### src/rtl/lvl_irq_pkg.sv
// Package: shared sizes and register offsets for the routed level interrupt
// controller. Assumes byte addressing of 32-bit registers.
package lvl_irq_pkg;
    localparam int NUM_SRC   = 32;
    localparam int DATA_W    = 32;
    localparam int FIELD_W   = 4;
    localparam int ADDR_W    = 8;
    localparam int NUM_LINES = (1 << FIELD_W) - 1;
    localparam int PER_REG   = DATA_W / FIELD_W;
    localparam int ROUTE_REGS = NUM_SRC / PER_REG;

    localparam logic [ADDR_W-1:0] OFS_ENABLE = 8'h00;
    localparam logic [ADDR_W-1:0] OFS_LEVEL  = 8'h04;
    localparam logic [ADDR_W-1:0] OFS_ROUTE0 = 8'h08;
    localparam int                ROUTE_STEP = 4;
endpackage

### src/rtl/lir_regfile.sv
// Module: register file of the controller. It holds the enable register and
// the routing registers and gives registered read data one cycle after the
// address. Assumes single-cycle 32-bit accesses at exact offsets. Any other
// offset reads 0 and ignores writes.
module lir_regfile
    import lvl_irq_pkg::*;
#(
    parameter int P_SRC   = NUM_SRC,
    parameter int P_DATA  = DATA_W,
    parameter int P_ADDR  = ADDR_W,
    parameter int P_ROUTES = ROUTE_REGS
) (
    input  logic                       clk,
    input  logic                       rst_n,
    input  logic [P_ADDR-1:0]          bus_addr,
    input  logic                       bus_we,
    input  logic [P_DATA-1:0]          bus_wdata,
    input  logic [P_SRC-1:0]           irq_src,
    output logic [P_DATA-1:0]          bus_rdata,
    output logic [P_SRC-1:0]           enable_q,
    output logic [P_ROUTES*P_DATA-1:0] route_flat
);
    logic [P_DATA-1:0] route_q [P_ROUTES];
    logic [P_ROUTES-1:0] route_hit;
    logic enable_hit, level_hit, any_hit;
    logic [P_DATA-1:0] rd_mux;
    logic [P_DATA-1:0] rdata_q;

    // Match the address against each defined offset.
    always_comb begin
        enable_hit = (bus_addr == OFS_ENABLE);
        level_hit  = (bus_addr == OFS_LEVEL);
        for (int r = 0; r < P_ROUTES; r++)
            route_hit[r] = (bus_addr == P_ADDR'(int'(OFS_ROUTE0) + ROUTE_STEP * r));
        any_hit = enable_hit | level_hit | (|route_hit);
    end

    // Update the enable register on a write to its offset.
    always_ff @(posedge clk) begin
        if (!rst_n)
            enable_q <= '0;
        else if (bus_we && enable_hit)
            enable_q <= bus_wdata[P_SRC-1:0];
    end

    genvar g;
    generate
        for (g = 0; g < P_ROUTES; g++) begin : g_route
            // Update routing register g on a write to its offset.
            always_ff @(posedge clk) begin
                if (!rst_n)
                    route_q[g] <= '0;
                else if (bus_we && route_hit[g])
                    route_q[g] <= bus_wdata;
            end
            assign route_flat[g*P_DATA +: P_DATA] = route_q[g];
        end
    endgenerate

    // Select the read value from the state as it was before any write this cycle.
    always_comb begin
        rd_mux = '0;
        if (enable_hit) rd_mux = P_DATA'(enable_q);
        if (level_hit)  rd_mux = P_DATA'(irq_src);
        for (int r = 0; r < P_ROUTES; r++)
            if (route_hit[r]) rd_mux = route_q[r];
    end

    // Register the read data so that it is valid one cycle after the address.
    always_ff @(posedge clk) begin
        if (!rst_n)
            rdata_q <= '0;
        else
            rdata_q <= rd_mux;
    end

    assign bus_rdata = rdata_q;


    unmapped_write_chk: assert property (@(posedge clk) disable iff (!rst_n)
        (bus_we && !any_hit) |=> ($stable(enable_q) && $stable(route_flat)));


    unmapped_read_chk: assert property (@(posedge clk) disable iff (!rst_n)
        !any_hit |=> (bus_rdata == '0));


    level_write_ignored_chk: assert property (@(posedge clk) disable iff (!rst_n)
        (bus_we && level_hit) |=> ($stable(enable_q) && $stable(route_flat)));
endmodule

### src/rtl/lir_route_decode.sv
// Module: turns every source's 4-bit routing code into a one-hot line select.
// The fields sit in reverse register order: source n is in routing register
// (ROUTES-1 - n/PER_REG), nibble n%PER_REG. Code 0 selects nothing.
module lir_route_decode
    import lvl_irq_pkg::*;
#(
    parameter int P_SRC   = NUM_SRC,
    parameter int P_DATA  = DATA_W,
    parameter int P_FIELD = FIELD_W,
    parameter int P_LINES = NUM_LINES
) (
    input  logic [(P_SRC*P_FIELD)-1:0] route_flat,
    output logic [P_SRC*P_LINES-1:0]   sel_flat
);
    localparam int L_PER_REG = P_DATA / P_FIELD;
    localparam int L_ROUTES  = P_SRC / L_PER_REG;

    genvar n, j;
    generate
        for (n = 0; n < P_SRC; n++) begin : g_src
            localparam int RIDX = L_ROUTES - 1 - n / L_PER_REG;
            localparam int BPOS = RIDX * P_DATA + P_FIELD * (n % L_PER_REG);
            logic [P_FIELD-1:0] code;
            assign code = route_flat[BPOS +: P_FIELD];
            for (j = 0; j < P_LINES; j++) begin : g_line
                assign sel_flat[n*P_LINES + j] = (code == P_FIELD'(j + 1));
            end
        end
    endgenerate
endmodule

### src/rtl/lir_line_or.sv
// Module: forms every request line as the OR of the sources that are high,
// enabled and routed to it, and registers the result. Assumes the sources
// are already synchronous to clk.
module lir_line_or
    import lvl_irq_pkg::*;
#(
    parameter int P_SRC   = NUM_SRC,
    parameter int P_LINES = NUM_LINES
) (
    input  logic                     clk,
    input  logic                     rst_n,
    input  logic [P_SRC-1:0]         irq_src,
    input  logic [P_SRC-1:0]         enable_q,
    input  logic [P_SRC*P_LINES-1:0] sel_flat,
    output logic [P_LINES-1:0]       irq_line
);
    logic [P_SRC-1:0]   live;
    logic [P_LINES-1:0] hit;
    logic [P_LINES-1:0] line_q;

    // OR together, for each line, the live sources that select it.
    always_comb begin
        live = irq_src & enable_q;
        hit  = '0;
        for (int j = 0; j < P_LINES; j++)
            for (int i = 0; i < P_SRC; i++)
                hit[j] = hit[j] | (live[i] & sel_flat[i*P_LINES + j]);
    end

    // Register the lines.
    always_ff @(posedge clk) begin
        if (!rst_n)
            line_q <= '0;
        else
            line_q <= hit;
    end

    assign irq_line = line_q;


    masked_quiet_chk: assert property (@(posedge clk) disable iff (!rst_n)
        ((irq_src & enable_q) == '0) |=> (irq_line == '0));


    line_cause_chk: assert property (@(posedge clk) disable iff (!rst_n)
        (|irq_line) |-> $past(|(irq_src & enable_q)));
endmodule

### src/rtl/lvl_irq_router.sv
// Module: top of the routed level interrupt controller. It connects the
// register file, the route decoder and the line OR stage. Assumes a
// synchronous active-low reset and sources that are synchronous to clk.
module lvl_irq_router
    import lvl_irq_pkg::*;
(
    input  logic                 clk,
    input  logic                 rst_n,
    input  logic [ADDR_W-1:0]    bus_addr,
    input  logic                 bus_we,
    input  logic [DATA_W-1:0]    bus_wdata,
    output logic [DATA_W-1:0]    bus_rdata,
    input  logic [NUM_SRC-1:0]   irq_src,
    output logic [NUM_LINES-1:0] irq_line
);
    logic [NUM_SRC-1:0]           enable_q;
    logic [ROUTE_REGS*DATA_W-1:0] route_flat;
    logic [NUM_SRC*NUM_LINES-1:0] sel_flat;

    lir_regfile u_regs (
        .clk(clk), .rst_n(rst_n), .bus_addr(bus_addr), .bus_we(bus_we),
        .bus_wdata(bus_wdata), .irq_src(irq_src), .bus_rdata(bus_rdata),
        .enable_q(enable_q), .route_flat(route_flat)
    );

    lir_route_decode u_decode (
        .route_flat(route_flat), .sel_flat(sel_flat)
    );

    lir_line_or u_lines (
        .clk(clk), .rst_n(rst_n), .irq_src(irq_src), .enable_q(enable_q),
        .sel_flat(sel_flat), .irq_line(irq_line)
    );
endmodule

### config.mk
export PLATFORM = sky130hd
export DESIGN_NAME = lvl_irq_router
export DESIGN_NICKNAME = d
export VERILOG_FILES = /design/src/rtl/lvl_irq_pkg.sv /design/src/rtl/lir_regfile.sv /design/src/rtl/lir_route_decode.sv /design/src/rtl/lir_line_or.sv /design/src/rtl/lvl_irq_router.sv
export SDC_FILE = /design/constraint.sdc
export NUM_CORES = 1
export LEC_CHECK = 0
export BUFFER_PORTS_ARGS = -buffer_cell sky130_fd_sc_hd__buf_4
export CORE_MARGIN = 2
export CORE_UTILIZATION = 49
export CTS_CLUSTER_DIAMETER = 100
export DETAILED_ROUTE_END_ITERATION = 8
export HOLD_SLACK_MARGIN = 0.1
export PLACE_DENSITY = 0.64
export SLEW_MARGIN = 20
export SYNTH_ARGS = -nofsm -noshare
export SYNTH_HDL_FRONTEND = slang
export SYNTH_SLANG_ARGS = --single-unit
### constraint.sdc
create_clock -name clk -period 11.5 [get_ports clk]
set_input_delay 2.3 -clock clk [delete_from_list [all_inputs] [get_ports clk]]
set_output_delay 2.3 -clock clk [all_outputs]
set_load 0.005 [all_outputs]
== After elaboration in Yosys (flattened, before gate mapping) ==
Memory sizes are Yosys's and may differ from the RTL's.
Index checks and enable logic that the tools add are counted.

* Equal/unequal tests: 485
* Muxes and demuxes: 23
* Bitwise operators: 950
* Reduce and logical (&&, ||, !) cells: 6

{| class="wikitable"
|+ Operator list
! kind !! number
|-
| equality test 4 bit, second input constant || 256
|-
| equality test 4 x 3 -> 1 bit, second input constant || 128
|-
| bitwise AND 1 bit || 480
|-
| bitwise OR 1 bit || 469
|-
| 2-to-1 mux 32 bit || 10
|-
| equality test 4 x 2 -> 1 bit, second input constant || 64
|-
| equality test 4 x 1 -> 1 bit, second input constant || 32
|-
| bitwise AND 32 bit || 1
|-
| equality test 8 x 4 -> 1 bit, second input constant || 2
|-
| equality test 8 x 5 -> 1 bit, second input constant || 2
|-
| 2-to-1 mux 1 bit || 13
|-
| equality test 8 x 3 -> 1 bit, second input constant || 1
|-
| zero test 8 bit || 1
|-
| logical AND 1 bit || 5
|}

* Memories: 1
* Bits in writable memories: 128
* Register bits after elaboration: 79
* Input port bits: 75
* Logic and storage cells: 1468

{| class="wikitable"
|+ Memory list
! name !! words !! width !! rd ports !! clocked after memory_dff !! write ports !! line !! source
|-
| u_regs.route_q || 4 || 32 || 4 || 0 || 4 || lir_regfile.sv:23 || <nowiki>logic [P_DATA-1:0] route_q [P_ROUTES];</nowiki>
|}

== Longest topological paths before layout ==
* Depth in word-level cells: 33
* Gate-level depth with buffers: 8
* Mapped depth without buffers: 5

== Cells and area by module ==
Synthesis repeated with hierarchy kept, for this count alone.

* Cells, all modules: 1808
* Area, all modules: 18450.2 um^2

{| class="wikitable"
|+ By module, submodules not included
! module !! instances !! area each (um^2) !! cells each !! sequential area each (um^2)
|-
| lir_regfile || 1 || 8206.6 || 726 || 5124.9
|-
| lir_route_decode || 1 || 6698.9 || 608 || 0.0
|-
| lir_line_or || 1 || 3544.6 || 474 || 300.3
|}

== Worst setup path after synthesis ==
OpenSTA, ideal clock, no wires.

* Path type: input -> register
* Start: input bus_addr[5]
* End: memory u_regs.route_q[1][0] in the netlist's numbering (enable)
* Setup time: 466 ps
* Buffers on the path: 1
* Stages on the path: 4
* Data arrival time: 5443 ps
* Path slack: 5591 ps
* Required time: 11034 ps
* Cell sequence: nor4_1 > nand4_1 > clkbuf_1 > o21ai_0

{| class="wikitable"
|+ RTL lines
! what !! line !! source
|-
| from (decl) || lvl_irq_router.sv:9 || <nowiki>input logic [ADDR_W-1:0] bus_addr,</nowiki>
|-
| to (decl) || lir_regfile.sv:23 ||
|}

==> key figures <==
STA
  • Fmax: 0.219 GHz
  • Final Hold Fails: 0
  • Slew @ Worst Pin: 1.17 ns
  • Final Setup Violations: 0
  • RSZ-0062 raised after global routing: false
  • Max-slew headroom: 21.3%
  • Post-route setup slack: 6.94 ns
  • Worst Skew: 0.0119 ns
  • Crit path time final: 4.56 ns
  • TNS Setup: 0 ns
  • Final worst-path cycle share: 39.6%
  • Fin. max-slew vios: 0

Clock network
  • Worst-path clk slew: 0.06 ns
  • # hold bufs at CTS: 0
  • CTS tree: built
  • TritonCTS sink count: 207
  • H-tree depth: 1
  • Num CTS Buffers: 22
  • CTS resizes: 0
  • Clk_lat worst skew: 0.53 ns
  • Clk root buf: clkbuf_16
  • Post CTS Setup Buffer Count: 0
  • Clock Tree Buf Depth: 3

Setup path
  • Setup crit start kind: primary input
  • Reg2reg start: u_regs.route_q[2][20]$_SDFFCE_PN0P_
  • Reg2Reg Depth: 5
  • CP endpoint kind: flip-flop
  • Critical Path RT: 11.68 ns
  • Crit Path Max Fanout: 21
  • Critical Path AT: 4.74 ns
  • Worst flop-to-flop path endpoint: u_lines.irq_line[2]$_SDFF_PN0_
  • Critical path class: primary input to flip-flop
  • Reg2reg setup slack: 8.74 ns

Die
  • Die area: 27300 µm²
  • Die Span X: 165 µm
  • # rows: 58
  • Die Span Y: 165 µm
  • Initial Utilization: 50.2%
  • Core area: 25300 µm²
  • I/O pin total: 122

Route
  • Wirelength, routed: 72700 µm
  • DRT met1 WL: 24100 µm
  • Metal3 WL: 12300 µm
  • Vias per cell: 8.07
  • DR iter-0 viols: 3546
  • WL met2: 29800 µm
  • Routed vias: 15100
  • Drt first pass iters: 9
  • Top layer in use: met5
  • Post-DRT Antenna Nets: 0
  • WL/cell: 38.8 µm
  • Post-route DRC: 28

Synth
  • Avg Cell Area, Syn: 8.89 µm²
  • Cells after Synth: 1432
  • Main synth FF type: edfxtp_1
  • Asr flop ratio synth: 0%
  • Yosys cell types: 54
  • Register area share after synthesis: 42.6%
  • Synthesized cell area: 12700 µm²
  • Number of synthesized register bits: 207
  • Syn Nets: 1507
  • Post-synth EDFFs: 128
  • Ys Warns: 0

Placed design
  • Port Buf Inserts: 121
  • Post-DP HPWL: 55000 µm
  • RePlAce Congestion: 1.19
  • Dpl ws: 6.65 ns

Run status
  • Violated checks: DRC
  • Status: finished, violations left

GRT
  • Antenna violations before repair: 1
  • Total Routing Usage GR: 52.5%
  • First-pass GRT wire length: 100000 µm
  • Largest net degree at the start of global routing: 56
  • Vias in the first global route: 13800
  • GRT Residual Overflow: 0

Pwr
  • Logic gate share of total power: 8.5%
  • Power per standard cell area: 116 nW/µm²
  • Leak pwr: 4.56 nW
  • Max VDD drop: 0.133 mV
  • Net Switching: 0.478 mW
  • P_int: 1.22 mW
  • Clock network power share: 39.6%
  • Reg power frac: 51.8%
  • Sw Share: 28.1%

Finish
  • Net count reported at finish: 1603
  • Post-Route Utilization: 57.6%
  • Syn-to-layout area delta: 14.7%
  • Layout cells sized above 1: 12.3%
  • N_diodes: 0

Min path
  • WHS Path Cells: 2
  • Min-delay src: u_regs.enable_q[7]$_SDFFE_PN0P_
  • Hold crit path type: flip-flop to flip-flop
  • Hold path endpoint: u_regs.enable_q[7]$_SDFFE_PN0P_

Flow run
  • Max-Cap Viols: 0
synth_stat cells, types with 24 or more instances:
cell type | instances | area [µm²]
clkbuf_1 | 42 | 158
and2_1 | 129 | 807
nor4_1 | 61 | 382
o211ai_1 | 34 | 255
a21boi_1 | 30 | 225
nand3_1 | 25 | 125
o21ai_1 | 30 | 150
dfxtp_1 | 79 | 1580
nand4b_1 | 53 | 464
edfxtp_1 | 128 | 3840
a21oi_1 | 70 | 350
nand4_1 | 41 | 257
o22ai_1 | 137 | 857
nor2_1 | 57 | 214
nand2b_1 | 60 | 375
nand2_1 | 152 | 571
nor3_1 | 77 | 385
o32ai_1 | 24 | 210
o21ai_0 | 37 | 185
a22oi_1 | 34 | 255
layer usage:
metal | GRT usage [%] | up-vias
li1 | - | 5837
met1 | 63.5 | 7059
met2 | 76.7 | 1715
met3 | 22.9 | 499
met4 | 32.5 | 4
met5 | 0.189 | -
metrics by stage:
step | instances | total power, mW | hold WS (ns) | instance area (µm²)
floorplan | 1432 | 0.914 | 0.462 | 12700
global placement | 1833 | 1.02 | 0.502 | 13900
detailed placement | 1833 | 1.02 | 0.518 | 13900
CTS | 1873 | 1.67 | 0.527 | 14600
global route | 1874 | 1.71 | 0.557 | 14600
finish | 1874 | 1.70 | 0.532 | 14600
flip-flops by register name, indices dropped and copies added (netlist names):
signal,count
u_regs.bus_rdata,32
u_regs.enable_q,32
u_regs.route_q,128
u_lines.irq_line,15
cell families after synthesis:
logic type	Yosys count	synth area share, %
flip-flops	207	42.6
AO/OA/AOI/OAI	437	22.2
buffers and inverters	73	2.67
AND/OR/NAND/NOR	715	32.5
critical path, stage by stage:
cell and delay (ns):
buf_4 0.12, nor4_1 0.92, nand4_1 0.36, o21ai_4 0.54, buf_4 0.46
layout by cell type (no fill, tap or decap), types with 7 or more instances in the layout:
cell type / netlist / final
o21ai_1: 30 / 30
nor2_1: 57 / 57
or4bb_1: 10 / 10
edfxtp_1: 128 / 128
clkbuf_16: 0 / 23
nand4b_1: 53 / 53
nand4bb_1: 8 / 8
nor4_1: 61 / 61
nand3b_1: 11 / 11
o32ai_1: 24 / 24
a21boi_1: 30 / 30
o211ai_1: 34 / 34
o31a_1: 7 / 7
nand2_1: 152 / 152
buf_4: 4 / 140
o22ai_1: 137 / 137
and2_1: 129 / 128
a21oi_1: 70 / 70
nand3_1: 25 / 25
dfxtp_1: 79 / 79
nor3_1: 77 / 77
nand2b_1: 60 / 60
nand4_1: 41 / 41
o21ai_0: 37 / 35
a22oi_1: 34 / 34
power groups by stage:
stage	registers (mW)	clock network, mW	logic (mW)
after floorplan	0.854	0	0.0599
after CTS	0.870	0.663	0.132
after detailed placement	0.886	0	0.132
after global placement	0.886	0	0.131
final	0.880	0.673	0.145
after global routing	0.876	0.692	0.143
area by class of cell:
cell class	count	area, µm²
clock buffer	25	583
clock inverter	15	77.6
fill	2192	10700
inverter	4	15.0
multi-input combinational	1152	7000
sequential	207	5430
tap	330	413
timing repair buffer	141	1080
worst max path at each step:
stage	from	endpoint	slack (ns)	cells after the start
after floorplan	bus_addr[5]	u_regs.route_q[1][0]$_SDFFCE_PN0P_	5.59	4
after global placement	bus_addr[5]	u_regs.route_q[1][14]$_SDFFCE_PN0P_	6.78	5
after detailed placement	bus_addr[5]	u_regs.route_q[1][13]$_SDFFCE_PN0P_	6.65	5
after CTS	bus_addr[5]	u_regs.route_q[1][1]$_SDFFCE_PN0P_	7.19	5
after global routing	bus_addr[5]	u_regs.route_q[1][13]$_SDFFCE_PN0P_	6.87	5
final	bus_addr[5]	u_regs.route_q[1][13]$_SDFFCE_PN0P_	6.94	5
No activity file was read; power rests on OpenSTA's default activity.
